<file path="src/rtl/sdram_init_pkg.sv">
package sdram_init_pkg;
  // Command code is {cs_n, ras_n, cas_n, we_n}
  typedef enum logic [3:0] {
    CMD_MRS  = 4'b0000,
    CMD_AREF = 4'b0001,
    CMD_PALL = 4'b0010,
    CMD_NOP  = 4'b0111
  } sd_cmd_e;

  typedef enum logic [3:0] {
    ST_PWRUP,
    ST_PALL,
    ST_TRP,
    ST_FAST,
    ST_AREF,
    ST_TRFC,
    ST_MRS,
    ST_TMRD,
    ST_RUN
  } seq_st_e;
endpackage

</file>
<file path="src/rtl/sdram_ref_timer.sv">
module sdram_ref_timer #(
  parameter int W = 16
) (
  input  logic         clk,
  input  logic         rst_n,
  input  logic         load_i,
  input  logic         en_i,
  input  logic [W-1:0] period_i,
  output logic         req_o
);
  logic [W-1:0] cnt_q, cnt_d;
  logic         cnt_en;

  assign req_o  = en_i && !load_i && (cnt_q <= W'(1));
  assign cnt_en = load_i | en_i;

  always_comb begin
    cnt_d = cnt_q;
    if (load_i)     cnt_d = period_i;
    else if (req_o) cnt_d = period_i;
    else            cnt_d = cnt_q - W'(1);
  end

  always_ff @(posedge clk or negedge rst_n) begin
    if (!rst_n)      cnt_q <= '0;
    else if (cnt_en) cnt_q <= cnt_d;
  end
endmodule

</file>
<file path="src/rtl/sdram_cmd_enc.sv">
module sdram_cmd_enc
  import sdram_init_pkg::*;
#(
  parameter int ROW_W   = 13,
  parameter int BANK_W  = 2,
  parameter int AP_BIT  = 10,
  parameter int MODE_B4 = 2,
  parameter int MODE_B8 = 3
) (
  input  sd_cmd_e           cmd_i,
  input  logic              bus16_i,
  output logic              cs_n,
  output logic              ras_n,
  output logic              cas_n,
  output logic              we_n,
  output logic [BANK_W-1:0] ba,
  output logic [ROW_W-1:0]  addr
);
  assign {cs_n, ras_n, cas_n, we_n} = cmd_i;
  assign ba = '0;

  always_comb begin
    addr = '0;
    case (cmd_i)
      CMD_PALL: addr[AP_BIT] = 1'b1;
      CMD_MRS:  addr = bus16_i ? ROW_W'(MODE_B8) : ROW_W'(MODE_B4);
      default:  addr = '0;
    endcase
  end
endmodule

</file>
<file path="src/rtl/sdram_init_fsm.sv">
module sdram_init_fsm
  import sdram_init_pkg::*;
#(
  parameter int PWRUP_CYC   = 20000,
  parameter int T_RP        = 3,
  parameter int T_RFC       = 7,
  parameter int T_MRD       = 2,
  parameter int INIT_WINDOW = 80,
  parameter int INIT_REFS   = 8
) (
  input  logic    clk,
  input  logic    rst_n,
  input  logic    ref_req_i,
  output sd_cmd_e cmd_o,
  output logic    tmr_load_o,
  output logic    tmr_en_o,
  output logic    sel_norm_o,
  output logic    ready_o
);
  localparam int M1   = (PWRUP_CYC > T_RP) ? PWRUP_CYC : T_RP;
  localparam int M2   = (T_RFC > T_MRD) ? T_RFC : T_MRD;
  localparam int WMAX = (M1 > M2) ? M1 : M2;
  localparam int CW   = $clog2(WMAX + 1);
  localparam int WW   = $clog2(INIT_WINDOW + 1);
  localparam int NW   = $clog2(INIT_REFS + 1);

  seq_st_e       state_q, state_d;
  logic [CW-1:0] wait_q, wait_d;
  logic [WW-1:0] win_q;
  logic [NW-1:0] nref_q;
  logic          pend_q, pend_d;
  logic          ready_q;
  logic          wait_zero, win_done, refs_done, in_fast, win_en, nref_en, ready_set;

  assign wait_zero = (wait_q == '0);
  assign win_done  = (win_q == WW'(INIT_WINDOW));
  assign refs_done = (nref_q == NW'(INIT_REFS));
  assign in_fast   = !ready_q && (state_q inside {ST_FAST, ST_AREF, ST_TRFC});
  assign win_en    = in_fast && !win_done;
  assign nref_en   = !ready_q && (state_q == ST_AREF) && !refs_done;
  assign ready_set = (state_q == ST_TMRD) && wait_zero;

  always_comb begin
    state_d    = state_q;
    wait_d     = wait_q;
    tmr_load_o = 1'b0;
    case (state_q)
      ST_PWRUP: if (wait_zero) state_d = ST_PALL;
                else wait_d = wait_q - CW'(1);
      ST_PALL: begin
        state_d = ST_TRP;
        wait_d  = CW'(T_RP - 1);
      end
      ST_TRP: if (wait_zero) begin
                state_d    = ST_FAST;
                tmr_load_o = 1'b1;
              end else wait_d = wait_q - CW'(1);
      ST_FAST: if (pend_q) state_d = ST_AREF;
               else if (win_done && refs_done && !ref_req_i) state_d = ST_MRS;
      ST_AREF: begin
        state_d = ST_TRFC;
        wait_d  = CW'(T_RFC - 1);
      end
      ST_TRFC: if (wait_zero) state_d = ready_q ? ST_RUN : ST_FAST;
               else wait_d = wait_q - CW'(1);
      ST_MRS: begin
        state_d = ST_TMRD;
        wait_d  = CW'(T_MRD - 1);
      end
      ST_TMRD: if (wait_zero) begin
                 state_d    = ST_RUN;
                 tmr_load_o = 1'b1;
               end else wait_d = wait_q - CW'(1);
      ST_RUN:  if (pend_q) state_d = ST_AREF;
      default: state_d = ST_PWRUP;
    endcase
  end

  always_comb begin
    if (tmr_load_o)              pend_d = 1'b0;
    else if (state_q == ST_AREF) pend_d = ref_req_i;
    else                         pend_d = pend_q | ref_req_i;
  end

  always_ff @(posedge clk or negedge rst_n) begin
    if (!rst_n) begin
      state_q <= ST_PWRUP;
      wait_q  <= CW'(PWRUP_CYC - 1);
      pend_q  <= 1'b0;
    end else begin
      state_q <= state_d;
      wait_q  <= wait_d;
      pend_q  <= pend_d;
    end
  end

  always_ff @(posedge clk or negedge rst_n) begin
    if (!rst_n)      win_q <= '0;
    else if (win_en) win_q <= win_q + WW'(1);
  end

  always_ff @(posedge clk or negedge rst_n) begin
    if (!rst_n)       nref_q <= '0;
    else if (nref_en) nref_q <= nref_q + NW'(1);
  end

  always_ff @(posedge clk or negedge rst_n) begin
    if (!rst_n)         ready_q <= 1'b0;
    else if (ready_set) ready_q <= 1'b1;
  end

  always_comb begin
    case (state_q)
      ST_PALL: cmd_o = CMD_PALL;
      ST_AREF: cmd_o = CMD_AREF;
      ST_MRS:  cmd_o = CMD_MRS;
      default: cmd_o = CMD_NOP;
    endcase
  end

  assign tmr_en_o   = state_q inside {ST_FAST, ST_AREF, ST_TRFC, ST_RUN};
  assign sel_norm_o = ready_q | (state_q == ST_TMRD);
  assign ready_o    = ready_q;
endmodule

</file>
<file path="src/rtl/sdram_init_seq.sv">
module sdram_init_seq
  import sdram_init_pkg::*;
#(
  parameter int CLK_MHZ      = 100,
  parameter int PWRUP_US     = 200,
  parameter int T_RP         = 3,
  parameter int T_RFC        = 7,
  parameter int T_MRD        = 2,
  parameter int INIT_REF_CNT = 11,
  parameter int INIT_WINDOW  = 80,
  parameter int INIT_REFS    = 8,
  parameter int ROW_W        = 13,
  parameter int BANK_W       = 2,
  parameter int REF_W        = 16,
  parameter int AP_BIT       = 10
) (
  input  logic              clk,
  input  logic              rst_n,
  input  logic              bus16_i,
  input  logic [REF_W-1:0]  norm_ref_cnt_i,
  output logic              cs_n,
  output logic              ras_n,
  output logic              cas_n,
  output logic              we_n,
  output logic [BANK_W-1:0] ba,
  output logic [ROW_W-1:0]  addr,
  output logic              ready
);
  localparam int PWRUP_CYC = CLK_MHZ * PWRUP_US;

  sd_cmd_e          cmd;
  logic             ref_req, tmr_load, tmr_en, sel_norm;
  logic [REF_W-1:0] ref_period;

  assign ref_period = sel_norm ? norm_ref_cnt_i : REF_W'(INIT_REF_CNT);

  sdram_init_fsm #(
    .PWRUP_CYC(PWRUP_CYC), .T_RP(T_RP), .T_RFC(T_RFC), .T_MRD(T_MRD),
    .INIT_WINDOW(INIT_WINDOW), .INIT_REFS(INIT_REFS)
  ) u_fsm (
    .clk(clk), .rst_n(rst_n), .ref_req_i(ref_req), .cmd_o(cmd),
    .tmr_load_o(tmr_load), .tmr_en_o(tmr_en), .sel_norm_o(sel_norm),
    .ready_o(ready)
  );

  sdram_ref_timer #(.W(REF_W)) u_tmr (
    .clk(clk), .rst_n(rst_n), .load_i(tmr_load), .en_i(tmr_en),
    .period_i(ref_period), .req_o(ref_req)
  );

  sdram_cmd_enc #(
    .ROW_W(ROW_W), .BANK_W(BANK_W), .AP_BIT(AP_BIT)
  ) u_enc (
    .cmd_i(cmd), .bus16_i(bus16_i), .cs_n(cs_n), .ras_n(ras_n),
    .cas_n(cas_n), .we_n(we_n), .ba(ba), .addr(addr)
  );
endmodule

</file>
<file path="config.mk">
export PLATFORM = sky130hd
export DESIGN_NAME = sdram_init_seq
export DESIGN_NICKNAME = d
export VERILOG_FILES = /design/src/rtl/sdram_init_pkg.sv /design/src/rtl/sdram_ref_timer.sv /design/src/rtl/sdram_cmd_enc.sv /design/src/rtl/sdram_init_fsm.sv /design/src/rtl/sdram_init_seq.sv
export SDC_FILE = /design/constraint.sdc
export NUM_CORES = 1
export LEC_CHECK = 0
export BUFFER_PORTS_ARGS = -buffer_cell sky130_fd_sc_hd__buf_2
export CAP_MARGIN = 10
export CORE_MARGIN = 2
export CORE_UTILIZATION = 60
export CTS_BUF_LIST = sky130_fd_sc_hd__clkbuf_16
export CTS_CLUSTER_DIAMETER = 200
export CTS_CLUSTER_SIZE = 28
export DETAILED_ROUTE_END_ITERATION = 8
export PLACE_DENSITY = 0.82
export SYNTH_ARGS = -nofsm -noshare
export SYNTH_HDL_FRONTEND = slang
export SYNTH_SLANG_ARGS = --single-unit
</file>
<file path="constraint.sdc">
create_clock -name clk -period 3.66 [get_ports clk]
set_input_delay 0.549 -clock clk [delete_from_list [all_inputs] [get_ports clk]]
set_output_delay 0.549 -clock clk [all_outputs]
set_load 0.005 [all_outputs]
</file>
Yosys cells after proc, flatten, opt, wreduce, memory -nomap -nowiden
Cells that the tools add are included.

Bits in registers: 48. Input port bits: 19. Output and inout port bits: 20. Word-level logic and storage cells: 80.

Add/sub/neg operators: 4. Order comparisons: 1. Equal/unequal tests: 18. Mux-type cells: 23. Bitwise operators: 3. Reductions and logical operators: 24.

Operators with widths (count): $pmux 15 s4 (1); $mux 16 (3); $pmux 4 s9 (1); $mux 4 (8); $eq 4x3->1 const B (4); $le 16x1->1 const B (1); $sub 16x1->16 const B (1); $logic_not 15->1 (1); $mux 15 (1); $sub 15x1->15 const B (1); $mux 10 (1); $ne 2x1->1 const B (5); $logic_and 1x1->1 (9); $pmux 3 s3 (1); $eq 4x2->1 const B (2); $eq 4x4->1 const B (2); $logic_not 4->1 (2); $reduce_bool 4->1 (2); $add 7x1->7 const B (1); $eq 7x7->1 const B (1); $reduce_and 6->1 (1); $logic_not 1->1 (5); $mux 1 (5); $add 4x1->4 const B (1); other kinds (11) (13).

Logic depth before layout (Yosys ltp)
Depth after elaboration: 11. Gate-level depth with buffers: 9.

Modules after synthesis
A second synthesis with hierarchy kept.

Cells, all modules: 389. Area, all modules: 3478.3 um^2.

Modules (own cells, without submodules): sdram_init_fsm (times used 1, cells an instance 195, area each 1891.8 um^2, seq. area each 812.0 um^2); sdram_ref_timer (times used 1, cells an instance 157, area each 1312.5 um^2, seq. area each 400.4 um^2); sdram_cmd_enc (times used 1, cells an instance 20, area each 151.4 um^2, seq. area each 0.0 um^2); sdram_init_seq (times used 1, cells an instance 17, area each 122.6 um^2, seq. area each 0.0 um^2).

Worst setup path before layout
Ideal clock, no wire load.

Path type: register -> register. Start: register u_fsm.wait_q[0]. End: register u_fsm.wait_q[8]. Library setup time: 124 ps. Data arrival time: 2161 ps. Required time: 3536 ps. Setup slack: 1375 ps. Cell stages (with the launch flop): 9. Buffers on the path: 0. Clock period less this slack: 2285 ps. Path through: dfstp_2 -> inv_1 -> ha_1 -> nor4b_1 -> and4_1 -> nor2_1 -> nand3_1 -> or3b_2 -> mux2i_1.

Word-level cells in the longest chain between the ends: 3. Elaborated cells between the ends (all ways): 6. Classes of those cells: add/sub: 1; eq/ne: 1; mux: 2; reduce/logical: 2.

RTL lines: from (decl) (line sdram_init_fsm.sv:28) `logic [CW-1:0] wait_q, wait_d;`; from (signal assigned) (line sdram_init_fsm.sv:88) `wait_q <= CW'(PWRUP_CYC - 1);`; from (signal assigned) (line sdram_init_fsm.sv:92) `wait_q <= wait_d;`; $sub 15x1->15 / $logic_not 15->1 (equally long branches); $mux 15 / $ne 2x2->1 (equally long branches); $pmux 15 s4 / $reduce_and 2->1 (equally long branches).

Several ways; a longest one is shown, not always the timed one. The select of a mux whose other input is x is not followed. A chain may end at the register's enable or synchronous reset.

Final worst setup path
Start: register u_tmr.cnt_q[6]. End: register u_fsm.state_q[3].

Word-level cells in the longest chain between the ends: 6.

RTL lines: from (decl) (line sdram_ref_timer.sv:11) `logic [W-1:0] cnt_q, cnt_d;`; from (signal assigned) (line sdram_ref_timer.sv:26) `else if (cnt_en) cnt_q <= cnt_d;`; $le 16x1->1 (line sdram_ref_timer.sv:14) `assign req_o = en_i && !load_i && (cnt_q <= W'(1));`; $logic_and 1x1->1 (line sdram_ref_timer.sv:14); $logic_not 1->1 (line sdram_init_fsm.sv:59) `else if (win_done && refs_done && !ref_req_i) state_d = ST_MRS;`; $logic_and 1x1->1 (line sdram_init_fsm.sv:59); $ne 3x2->1 (no source line); $reduce_and 6->1 (no source line); to (signal assigned) (line sdram_init_fsm.sv:91) `state_q <= state_d;`; to (decl) (line sdram_init_fsm.sv:27) `seq_st_e state_q, state_d;`.

Every way passes these cells.

==> results.toml <==
[worst_hold_path]
hold_path_class = "in -> async"

[clock_tree]
htreeDepth = 2
cts_buffer_depth = 2
cts_sinks = 48
hold_buffers = 0
root_buffer = "clkbuf_16"
cts-buffers-inserted = 5
clk_pin_slew_worst_paths_ns = 0.07
insertion_delay_ns = 0.29
post_cts_buffers = 0
postCtsResizedCells = 0
tritoncts = "yes"

[sta]
slew_headroom = 0.308
tns_ns = 0
finalMaxSlewViolations = 0
finClkSkew_ns = 0.00466
hold_viol = 0
post-route-min-period_ns = 2.77
tightest_slew_ns = 1.04
finalSetupViolCount = 0
finalCritPeriodShare = 0.758
fmax_mhz = 361
grt_setup_unrepaired = "no"

[worst_setup_path]
critPathRequiredTime_ns = 3.81
worstPathCellList = "or4_4 -> or4_1 -> nor3_2 -> nor2_1 -> o31ai_2 -> o32ai_1"
startpoint_type = "flop"
path_max_fanout = 11
slowest_stage = "or4_4"
critPathKind = "reg -> reg"
cp_top_family = "simple AND/OR/NAND/NOR gates"
worst-path-buf-inv = 0
cpPeakStageDelay_ns = 0.57
crit_arrival_ns = 2.92
cp-end-kind = "flop"

[route]
drt-met1-wl_mm = 2.86
drt_iter0_drc = 261
vias = 2542
wl_met2_mm = 3.26
wl_met3_um = 300
top_layer = "met4"
wire_per_inst_um = 15.3
ant_nets = 0
firstDrtPassIters = 5
drc = 0
routed_wl_mm = 6.55
viasPerCell = 5.95

[logic_synthesis]
synth_top_area_cell = "dfrtp_1"
seq_area_frac_synth = 0.404
synth_area_mm2 = 0.00300
synth_top_area_frac = 0.325
syn_avg_cell_area_um2 = 8.94
synth-seq-cells = 48
synth_ff_type = "dfrtp_1"
synth_cells = 336
async_flop_share = 1.00
ys_top_cells_by_area = "dfrtp_1, dfstp_2, nor2_1"
synth_edf_count = 0
yosysWarnings = 0
ys_types = 65

[floorplanning]
initial_core_util = 0.627
core-area_mm2 = 0.00479
fp-row-count = 25
die_w_um = 74.7
die_height_um = 74.7
pin_count = 39
die-area_mm2 = 0.00559

[layout]
insertedDiodeCount = 0
drive_gt1_frac = 0.167
areaGrowthSynthToFinish_pct = 9.58
n_fill_cell = 384
fin_nets = 386

[grt]
antenna_found_initial = 0
grt_pass1_vias = 2458
grt_pass1_wl_mm = 11.0
track_usage = 0.254
grt_max_degree = 49
grt.overflow.total = 0

[placement]
dp_hpwl_mm = 4.68
io_buffers = 25
gp_congestion = 0.850

[power]
p_leak_nw = 1.50
pwr_density_cell_mw_per_mm2 = 325
irDropWorstVdd_mv = 0.180
finalPower_mw = 1.07

[run_status]
outcome = "complete, no violations"

[flow_run]
maxCapViolCount = 0
-- per-stage QoR --
| step | cells | setup WS (ns) | hold WS [ns] | cell area (um2) | util |
|---|---|---|---|---|---|
| final | 427 | 0.887 | 0.444 | 3290 | 0.688 |
| after global routing | 427 | 0.753 | 0.465 | 3290 | 0.688 |
| after CTS | 427 | 0.900 | 0.462 | 3290 | 0.688 |
| after detailed placement | 419 | 0.911 | 0.464 | 3120 | 0.653 |
| after global placement | 419 | 1.04 | 0.459 | 3120 | 0.653 |
| after floorplan | 348 | 1.37 | 0.253 | 3050 | - |
-- cells in the mapped netlist (2+ instances only) --
cell type and number:
nor2_1 41, dfrtp_1 39, nand2_1 25, a21oi_1 17, o21ai_0 17, buf_4 15, nor3_1 13, nand3_1 12
inv_1 11, xnor2_1 11, dfstp_2 9, ha_1 8, nand2b_1 8, o31ai_1 6, xor2_1 6, nand4_1 5
nor4_1 5, or2_2 5, or3_1 5, a21boi_0 4, a221o_1 4, clkbuf_1 4, mux2i_1 4, a22oi_1 3
a31oi_1 3, o211ai_1 3, a211oi_1 2, and3_1 2, and4_1 2, buf_1 2, buf_2 2, nand3b_1 2
nor3b_1 2, o21a_1 2, o21bai_1 2, o221ai_1 2, o41ai_1 2, or3b_2 2, or4_1 2, or4_4 2
-- logic make-up after synthesis --
group                      share of synthesized area
AOI/OAI and AO/OA                              0.188
xor gates and xnor gates                      0.0496
adders and majority gates                     0.0333
buffers and inverters                         0.0658
DFF                                            0.404
muxes                                         0.0171
other                                        0.00125
and+or+nand+nor                                0.241
-- state kept, by name (all words and copies together), names as in the netlist --
name           cells
u_tmr.cnt_q       16
u_fsm.wait_q      15
u_fsm.win_q        7
u_fsm.nref_q       4
u_fsm.state_q      4
u_fsm.pend_q       1
u_fsm.ready_o      1
-- final timing paths --
kind	from	endpoint	slack, ns	cells past startpoint
max reg2reg	u_tmr.cnt_q[6]	u_fsm.state_q[3]	0.89	6
max in group asynchronous	rst_n	u_fsm.nref_q[0]	2.58	1
min	rst_n	u_fsm.wait_q[13]	0.44	1
min in group clk	norm_ref_cnt_i[11]	u_tmr.cnt_q[11]	0.46	2
min reg2reg	u_fsm.nref_q[3]	u_fsm.nref_q[3]	0.49	1
max	u_tmr.cnt_q[6]	u_fsm.state_q[3]	0.89	6
-- layout by cell type, fill, tap and decap left out, types with 3 or more instances in the layout --
| master | n |
|---|---|
| a21boi_0 | 4 |
| a21oi_1 | 17 |
| a221o_1 | 4 |
| a22oi_1 | 3 |
| a31oi_1 | 3 |
| buf_2 | 25 |
| buf_4 | 3 |
| clkbuf_16 | 5 |
| conb_1 | 13 |
| dfrtp_1 | 39 |
| dfstp_2 | 9 |
| ha_1 | 8 |
| inv_1 | 11 |
| mux2i_1 | 4 |
| nand2_1 | 25 |
| nand2b_1 | 8 |
| nand3_1 | 12 |
| nand4_1 | 5 |
| nor2_1 | 41 |
| nor3_1 | 13 |
| nor4_1 | 5 |
| o211ai_1 | 3 |
| o21ai_0 | 17 |
| o31ai_1 | 6 |
| or2_2 | 5 |
| or3_1 | 5 |
| xnor2_1 | 11 |
| xor2_1 | 6 |
-- power by group --
part	switching, mW	internal (mW)	total [mW]	leakage (nW)
Combinational	0.0159	0.00699	0.0229	0.838
Sequential	0	0.531	0.531	0.583
Clock	0.195	0.321	0.516	0.0798
-- worst register-to-register path, delay by kind of cell, from the launching register on --
family          cells  cell delay [ns]
compound gates      2             0.45
simple gates        4             1.78
flops               1             0.40
-- metal layers --
layer	global-route usage	vias up
li1	-	1240
met1	0.334	1216
met2	0.425	71
met3	0.0442	15
met4	0.0913	0
met5	0	-
-- area by class of cell --
type / count / area (um2) / area share
clock buffer: 5 / 125 / 0.0380
clock inverter: 3 / 42.5 / 0.0129
inverter: 11 / 41.3 / 0.0125
multi-input combinational: 265 / 1640 / 0.498
sequential: 48 / 1210 / 0.368
tap: 67 / 83.8 / 0.0255
timing repair buffer: 28 / 148 / 0.0449
Note: power is estimated with default switching activity, not from simulation.
